$ cat src/rtl/async_tx_pkg.sv
package async_tx_pkg;
  typedef struct packed {
    logic clrAll;
    logic takeWrite;
    logic loadShift;
    logic shiftBit;
  } txStrobe_t;
endpackage

$ cat src/rtl/async_tx_ctrl.sv
module async_tx_ctrl
  import async_tx_pkg::*;
#(
  parameter int DATA_W = 8,
  parameter int OVERSAMPLE = 16
) (
  input  logic      clk,
  input  logic      rst_n,
  input  logic      softRstN,
  input  logic      baudTick,
  input  logic      wrEn,
  input  logic      txEn,
  input  logic      holdValid,
  input  logic      addrMode,
  input  logic      parityEn,
  input  logic      twoStop,
  output txStrobe_t strobe,
  output logic      busy
);
  localparam int FRAME_W = DATA_W + 5;
  localparam int BIT_W = $clog2(FRAME_W);
  localparam int TICK_W = $clog2(OVERSAMPLE);
  localparam logic [TICK_W-1:0] TICK_LAST = TICK_W'(OVERSAMPLE - 1);
  localparam logic [BIT_W-1:0] BASE_LAST = BIT_W'(DATA_W + 1);

  logic [TICK_W-1:0] tickCnt;
  logic [BIT_W-1:0]  bitCnt;
  logic [BIT_W-1:0]  lastIdx;
  logic              bitEnd;

  assign bitEnd = busy && baudTick && (tickCnt == TICK_LAST);

  always_comb begin
    strobe.clrAll    = !softRstN;
    strobe.takeWrite = softRstN && wrEn && txEn;
    strobe.loadShift = softRstN && !busy && holdValid && txEn;
    strobe.shiftBit  = softRstN && bitEnd && (bitCnt != lastIdx);
  end

  always_ff @(posedge clk or negedge rst_n) begin
    if (!rst_n) begin
      busy    <= 1'b0;
      tickCnt <= '0;
      bitCnt  <= '0;
      lastIdx <= '0;
    end else if (!softRstN) begin
      busy    <= 1'b0;
      tickCnt <= '0;
      bitCnt  <= '0;
      lastIdx <= '0;
    end else if (strobe.loadShift) begin
      busy    <= 1'b1;
      tickCnt <= '0;
      bitCnt  <= '0;
      lastIdx <= BASE_LAST + BIT_W'(addrMode) + BIT_W'(parityEn) + BIT_W'(twoStop);
    end else if (busy && baudTick) begin
      if (tickCnt == TICK_LAST) begin
        tickCnt <= '0;
        if (bitCnt == lastIdx) busy <= 1'b0;
        else bitCnt <= bitCnt + 1'b1;
      end else begin
        tickCnt <= tickCnt + 1'b1;
      end
    end
  end
endmodule

$ cat src/rtl/async_tx_dp.sv
module async_tx_dp
  import async_tx_pkg::*;
#(
  parameter int DATA_W = 8
) (
  input  logic              clk,
  input  logic              rst_n,
  input  txStrobe_t         strobe,
  input  logic [DATA_W-1:0] wrData,
  input  logic              wrAddr,
  input  logic              addrMode,
  input  logic              parityEn,
  input  logic              parityEven,
  output logic              holdValid,
  output logic              serBit
);
  localparam int FRAME_W = DATA_W + 5;

  logic [DATA_W-1:0]  holdData;
  logic               holdAddr;
  logic [FRAME_W-1:0] shiftReg;

  function automatic logic [FRAME_W-1:0] buildFrame(
    input logic [DATA_W-1:0] d, input logic a, input logic am,
    input logic pe, input logic pev);
    logic [FRAME_W-1:0] f;
    logic par;
    par = (^d) ^ (am & a);
    if (!pev) par = ~par;
    f = '1;
    f[0] = 1'b0;
    f[DATA_W:1] = d;
    if (am) begin
      f[DATA_W+1] = a;
      if (pe) f[DATA_W+2] = par;
    end else if (pe) begin
      f[DATA_W+1] = par;
    end
    return f;
  endfunction

  always_ff @(posedge clk or negedge rst_n) begin
    if (!rst_n) begin
      holdValid <= 1'b0;
      holdData  <= '0;
      holdAddr  <= 1'b0;
    end else if (strobe.clrAll) begin
      holdValid <= 1'b0;
    end else if (strobe.takeWrite) begin
      holdValid <= 1'b1;
      holdData  <= wrData;
      holdAddr  <= wrAddr;
    end else if (strobe.loadShift) begin
      holdValid <= 1'b0;
    end
  end

  always_ff @(posedge clk or negedge rst_n) begin
    if (!rst_n) shiftReg <= '1;
    else if (strobe.clrAll) shiftReg <= '1;
    else if (strobe.loadShift)
      shiftReg <= buildFrame(holdData, holdAddr, addrMode, parityEn, parityEven);
    else if (strobe.shiftBit) shiftReg <= {1'b1, shiftReg[FRAME_W-1:1]};
  end

  assign serBit = shiftReg[0];
endmodule

$ cat src/rtl/async_tx.sv
module async_tx
  import async_tx_pkg::*;
#(
  parameter int DATA_W = 8,
  parameter int OVERSAMPLE = 16
) (
  input  logic              clk,
  input  logic              rst_n,
  input  logic              softRstN,
  input  logic              baudTick,
  input  logic              wrEn,
  input  logic [DATA_W-1:0] wrData,
  input  logic              wrAddr,
  input  logic              txEn,
  input  logic              addrMode,
  input  logic              parityEn,
  input  logic              parityEven,
  input  logic              twoStop,
  input  logic              loopEn,
  output logic              txPin,
  output logic              loopTap,
  output logic              ready,
  output logic              busy
);
  txStrobe_t strobe;
  logic holdValid;
  logic serBit;
  logic line;

  async_tx_ctrl #(.DATA_W(DATA_W), .OVERSAMPLE(OVERSAMPLE)) i_ctrl (
    .clk(clk), .rst_n(rst_n), .softRstN(softRstN), .baudTick(baudTick),
    .wrEn(wrEn), .txEn(txEn), .holdValid(holdValid), .addrMode(addrMode),
    .parityEn(parityEn), .twoStop(twoStop), .strobe(strobe), .busy(busy)
  );

  async_tx_dp #(.DATA_W(DATA_W)) i_dp (
    .clk(clk), .rst_n(rst_n), .strobe(strobe), .wrData(wrData),
    .wrAddr(wrAddr), .addrMode(addrMode), .parityEn(parityEn),
    .parityEven(parityEven), .holdValid(holdValid), .serBit(serBit)
  );

  assign line    = busy ? serBit : 1'b1;
  assign txPin   = loopEn ? 1'b1 : line;
  assign loopTap = loopEn ? line : 1'b1;
  assign ready   = softRstN && !holdValid;
endmodule

$ cat config.mk
export PLATFORM = sky130hd
export DESIGN_NAME = async_tx
export DESIGN_NICKNAME = d
export VERILOG_FILES = /design/src/rtl/async_tx_pkg.sv /design/src/rtl/async_tx_ctrl.sv /design/src/rtl/async_tx_dp.sv /design/src/rtl/async_tx.sv
export SDC_FILE = /design/constraint.sdc
export NUM_CORES = 1
export LEC_CHECK = 0
export BUFFER_PORTS_ARGS = -buffer_cell sky130_fd_sc_hd__buf_2
export CORE_UTILIZATION = 51
export DETAILED_ROUTE_END_ITERATION = 8
export GPL_TIMING_DRIVEN = 0
export PLACE_DENSITY_LB_ADDON = 0.05
export SLEW_MARGIN = 20
export SYNTH_ARGS = -nofsm -noshare
export SYNTH_HDL_FRONTEND = slang
export SYNTH_SLANG_ARGS = --single-unit
$ cat constraint.sdc
create_clock -name clk -period 1.58 [get_ports clk]
set_clock_uncertainty 0.1 [all_clocks]
set_input_delay 0.079 -clock clk [delete_from_list [all_inputs] [get_ports clk]]
set_output_delay 0.079 -clock clk [all_outputs]
set_load 0.005 [all_outputs]
==> reports/results.ini, run 1 <==
[run_status]
status=finished, violations left
failed_checks=negative setup slack

[power_and_ir_drop]
p_per_area_nw_per_um2=920
comb_power_share_pct=27.2
power_mw=2.16
power_leakage_nw=1.10
p_sw_uw=619
p_clk_share_pct=23.8
pwr-share-seq_pct=49.1
switching_share_pct=28.7
ir_drop_v=0.000683
p_int_mw=1.54

[timing]
fin_ws_ns=-0.186
max-slew-margin-rel_pct=49.9
finalSetupTns_ns=-0.436
timing.fmax_mhz=566
setup_viol=10
hold_viol_final=0
min_period_over_period_pct=112
slew_violations=0
rsz0062_at_grt=yes
period_minus_slack_ns=1.77
tightest_slew_ns=0.752

[cts]
cts_max_level=2
cts_buffer_depth=2
clkSlewWorstSetupHoldPaths_ns=0.11
clk_latency_ns=0.34
cts-root-buf=clkbuf_4
cts_tree=built
cts_buffers=5
cts_sinks=34

[die]
dieArea_um2=3600
io-pin-count=24
initial_utilization_pct=54.8
dieHeight_um=60.0
fp.dieW_um=60.0
core_um2=3130
num_rows=20

[worst_setup_path]
slowest_stage=dfrtp_1
crit_path_end_kind=register
slowest_delay_ns=0.40
cp.required_ns=1.74
crit_type=register to register
critPathBufInv=0
crit_family=XOR/XNOR gates
setup.worst_path.start_class=register
cpMostUsedCell=xnor3_1
arrival_ns=1.92
crit_fanout=2
crit_chain=xnor3_1 -> xnor3_1 -> xnor2_1 -> and2_4 -> o41ai_2

[routing]
drt_iter0_markers=71
route.detailed.drc=0
vias=1407
wl_per_cell_um=14.5
final_antenna_net_count=0
drtPass1Iterations=4
vias_per_cell=5.33
wirelength_um=3840

[layout]
seq_area_um2=865
final_core_util_pct=75.0
multiInputGateArea_um2=892
nets=244
drive_gt1_share_pct=43.6
syn_to_final_growth_pct=36.9
n_antenna_cell=0
final_cell_area_um2=2350
fillers=231

[synth]
yosys_warnings=0
syn_area_um2=1710
yosysTopAreaCell=dfrtp_1
ys_top_cells_by_area=dfrtp_1, dfstp_2, mux2_2
ys_seq_elements=34
synth_nets=182
ys_types=34
syn-instance-count=157
synth_seq_area_share_pct=50.4
postSynthAreaPerCell_um2=10.9
yosysTopAreaCellShare_pct=33.6

[placed_design]
placed_area_um2=1900
place_ws_ns=-0.293
gp_congestion=0.753
portBuffers=22
dp_hpwl_um=2430

[global_route]
grt_pass1_vias=1416
grt_use_total_pct=23.4
grt_start_max_net_pins=35
grt_overflow=0
grt_antenna_before_repair=0
grt_pass1_wl_um=6040

[hold_path]
hp-class=input port to register

[job]
drv_cap=0

[synthesized netlist by cell type]
library cell,number
xnor3_1,2
o21ai_1,8
and2_1,1
xor2_1,5
mux2_2,9
o41ai_2,1
a22o_1,3
or3_1,1
nand3b_1,2
nor2b_1,3
a22oi_1,1
and3_1,2
nor3b_1,1
buf_2,2
nand2_1,19
mux2i_1,2
nand3_1,10
o22ai_1,8
inv_1,5
nand4_1,2
o21ai_0,2
clkbuf_1,4
a21oi_1,4
nor2_1,8
dfstp_2,11
a21oi_4,1
ha_1,5
dfrtp_1,23
a32oi_1,1
and2_4,1
xnor2_2,2
xnor2_1,6
nor3_1,1
or3b_2,1
[sequential cells by signal, indices dropped and copies added (netlist names)]
| name | flops |
|---|---|
| i_dp.holdAddr | 1 |
| i_ctrl.lastIdx | 4 |
| i_ctrl.busy | 1 |
| i_ctrl.tickCnt | 4 |
| i_dp.holdValid | 1 |
| i_ctrl.bitCnt | 4 |
| i_dp.holdData | 8 |
| i_dp.shiftReg | 11 |
[tightest hold or removal path: stages]
cell	delay, ns
clkbuf_1	0.20
nand2_1	0.11
nand2_1	0.04
[kinds of logic (layout without fill, tap and decap cells)]
family | after synthesis | in the layout | share of synthesized area, %
AOI/OAI and AO/OA | 29 | 29 | 11.4
xor gates and xnor gates | 15 | 15 | 10.1
adders and majority gates | 5 | 5 | 3.65
buffers and inverters | 11 | 74 | 2.55
DFF | 34 | 34 | 50.4
muxes | 11 | 11 | 7.08
and+or+nand+nor | 52 | 52 | 14.7
[power by group through the flow]
stage | logic, mW | registers, mW | clock network, mW
floorplan | 0.361 | 1.05 | 0
global placement | 0.448 | 1.06 | 0
detailed placement | 0.463 | 1.07 | 0
CTS | 0.556 | 1.05 | 0.517
global route | 0.634 | 1.07 | 0.550
finish | 0.587 | 1.06 | 0.513
[timing repair]
action	in CTS	in global routing
gates cloned	1	0
setup endpoints to repair	19	17
hold buffers	14	0
pin swaps	13	9
buffers inserted	14	5
endpoints found under the hold margin	37	0
gates resized for setup	17	13
[final timing paths]
check / end / depth (start not counted) / start / slack, ns
max reg2reg: i_dp.shiftReg[9] / 5 / i_dp.holdData[0] / -0.19
min in group asynchronous: i_ctrl.tickCnt[3] / 2 / rst_n / 0.23
max in group asynchronous: i_dp.holdData[6] / 2 / rst_n / 0.67
min reg2reg: i_dp.shiftReg[6] / 2 / i_dp.shiftReg[6] / 0.38
min: i_ctrl.lastIdx[3] / 3 / softRstN / 0.02
max: i_dp.shiftReg[9] / 5 / i_dp.holdData[0] / -0.19
[placed cells by master, fill, tap and decap left out, drive strengths merged, types with 8 or more instances in the layout]
| cell type | netlist | final |
|---|---|---|
| nand3 | 10 | 10 |
| nand2 | 19 | 19 |
| dlygate4sd3 | 0 | 14 |
| o21ai | 10 | 10 |
| o22ai | 8 | 8 |
| xnor2 | 8 | 8 |
| buf | 2 | 44 |
| mux2 | 9 | 9 |
| clkbuf | 4 | 10 |
| dfrtp | 23 | 23 |
| nor2 | 8 | 8 |
| dfstp | 11 | 11 |
[layer usage]
metal / vias up / global-route usage, % / share of wire (%)
li1: 677 / - / -
met1: 692 / 26.1 / 43
met2: 29 / 42.1 / 53
met3: 9 / 4.76 / 2.4
met4: 0 / 11.6 / 1.9
met5: - / 0 / 0
[metrics by stage]
step                hold slack, ns  std cells
floorplan                   -0.317        157
global placement            0.0712        223
detailed placement          0.0839        223
CTS                        0.00698        260
global route                0.0468        264
finish                      0.0224        264
[layout make-up]
class                           instances  share of cell area [%]
Clock buffer                            7                    2.35
Inverter                                5                   0.800
Multi-Input combinational cell        112                    38.0
Buffer                                  5                    1.92
Timing Repair Buffer                   56                    17.5
Sequential cell                        34                    36.8
Tap cell                               44                    2.35
Clock inverter                          1                   0.213
(Power assumes the default switching activity.)
==> run 2, diff against run 1 <==
- CORE_MARGIN: default -> 5
- SETUP_SLACK_MARGIN: default -> 0.4
==> reports/results.ini, run 2 (same netlist as run 1, synthesis figures left out) <==
[run_status]
status=finished, violations left
failed_checks=negative setup slack

[timing]
min_period_over_period_pct=113  ; +1.7 points
tightest_slew_ns=0.754  ; +0.00251 ns
max-slew-margin-rel_pct=49.7  ; -0.17 points
rsz0062_at_grt=yes
slew_violations=0  ; unchanged
period_minus_slack_ns=1.79  ; +0.0262 ns
timing.fmax_mhz=558  ; -1.5%
fin_ws_ns=-0.212  ; -0.0262 ns
hold_viol_final=0  ; unchanged
setup_viol=17  ; +7

[job]
drv_cap=0  ; unchanged

[layout]
final_cell_mix=dfrtp_1, buf_2, buf_4
syn_to_final_growth_pct=55.6
nets=259  ; +6.1%
drive_gt1_share_pct=57.0  ; +13 points
regMostFlops=i_dp.shiftReg
fin_cells=281  ; +6.4%
largest_register_ffs=11  ; unchanged
fillers=190  ; -18%
final_core_util_pct=81.2  ; +6.2 points
n_antenna_cell=0  ; unchanged
largestRegisters=i_dp.shiftReg: 11 flops, i_dp.holdData: 8 flops
final_common_cell=dfrtp_1

[hold_path]
hp-class=input port to register
hold_depth=4  ; +1

[placed_design]
gp_congestion=0.767  ; +1.8%
portBuffers=22  ; unchanged
placed_cells=225  ; +0.90%
dp_hpwl_um=2540  ; +4.5%

[power_and_ir_drop]
ir_drop_v=0.000527  ; -23%
power_mw=2.26  ; +4.4%
p_per_area_nw_per_um2=846  ; -8.1%
power_leakage_nw=1.23  ; +12%

[die]
initial_utilization_pct=52.2  ; -2.6 points
io-pin-count=24  ; unchanged
dieHeight_um=68.0  ; +13%
num_rows=21  ; +5.0%
dieArea_um2=4620  ; +28%
fp.dieW_um=68.0  ; +13%
core_um2=3280  ; +5.0%

[routing]
drtPass1Iterations=4  ; unchanged
wirelength_um=4520  ; +18%
drt_iter0_markers=114  ; +61%
final_antenna_net_count=0  ; unchanged
vias=1483  ; +5.4%
wl_per_cell_um=16.1  ; +11%
route.detailed.drc=0  ; unchanged
vias_per_cell=5.28  ; -0.98%

[cts]
cts_tree=built
cts_sinks=34  ; unchanged
cts-root-buf=clkbuf_4
cts_max_level=2  ; unchanged
clkSlewWorstSetupHoldPaths_ns=0.10  ; about the same
cts_buffer_depth=2  ; unchanged
cts_buffers=5  ; unchanged
clk_latency_ns=0.35  ; about the same

[global_route]
grt_pass1_vias=1549  ; +9.4%
grt_use_total_pct=21.6  ; -1.8 points
grt_overflow=0  ; unchanged
grt_start_max_net_pins=35  ; unchanged
grt_antenna_before_repair=0  ; unchanged
grt_pass1_wl_um=7290  ; +21%

[worst_setup_path]
cp.required_ns=1.73  ; about the same
crit_fanout=2  ; unchanged
crit_type=register to register
crit_path_end_kind=register
reg2regPathDepth=5  ; unchanged
setup.worst_path.start_class=register
arrival_ns=1.94  ; +0.02 ns

==> run 2: cell type report <==
| class | count | area (µm²) | area share (%) |
|---|---|---|---|
| multi-input combinational | 112 | 1020 | 38.2 |
| sequential | 34 | 865 | 32.4 |
| timing repair buffer | 70 | 568 | 21.3 |
| buffer | 6 | 80.1 | 3.00 |
| tap | 46 | 57.6 | 2.16 |
| clock buffer | 7 | 55.1 | 2.06 |
| inverter | 5 | 18.8 | 0.704 |
| clock inverter | 1 | 5.00 | 0.188 |
==> run 2: worst paths after layout <==
path	from	to	slack, ns
max	i_dp.holdData[0]	i_dp.shiftReg[9]	-0.21
min	baudTick	i_ctrl.tickCnt[3]	0.05
max reg2reg	i_dp.holdData[0]	i_dp.shiftReg[9]	-0.21
min reg2reg	i_dp.shiftReg[3]	i_dp.shiftReg[3]	0.38
max in group asynchronous	rst_n	i_dp.holdValid	0.67
min in group asynchronous	rst_n	i_ctrl.tickCnt[3]	0.22
==> run 2: report_power, final <==
part | internal [mW] | switching [mW]
Sequential | 0.983 | 0.0775
Combinational | 0.399 | 0.287
Clock | 0.215 | 0.294
==> run 2: metal layers <==
layer  global-route usage, %  wire, µm  up-vias
met4                    7.44       127        0
met2                    39.1      2370       41
met1                    24.5      1790      729
met3                    5.58       233       11
li1                        -         -      702
met5                       0         0        -
==> run 2: through the flow <==
stage / instance area, µm² / setup slack [ns] / TNS (ns) / hold WS (ns)
2_1_floorplan: 1790 / -0.0908 / -0.0908 / -0.317
3_3_place_gp: 1950 / -0.273 / -2.23 / 0.0729
4_1_cts: 2480 / -0.231 / -0.792 / 0.0213
5_1_grt: 2670 / -0.309 / -3.27 / 0.0602
3_5_place_dp: 1950 / -0.326 / -2.90 / 0.0825
6_report: 2670 / -0.212 / -1.56 / 0.0536
==> run 2: timing repair <==
item	4_1_cts	5_1_grt
setup endpoints to repair	28	28
gates resized for setup	34	31
hold buffers	14	0
gates cloned	2	0
hold endpoints to repair	37	0
pin swaps	8	13
buffers inserted	23	9
==> run 2: worst max-delay path, cell delays in order (launching register included) <==
cell	delay (ns)
dfrtp_1	0.39
xnor3_1	0.38
xnor3_1	0.23
xnor2_1	0.14
and2_4	0.17
o41ai_4	0.28
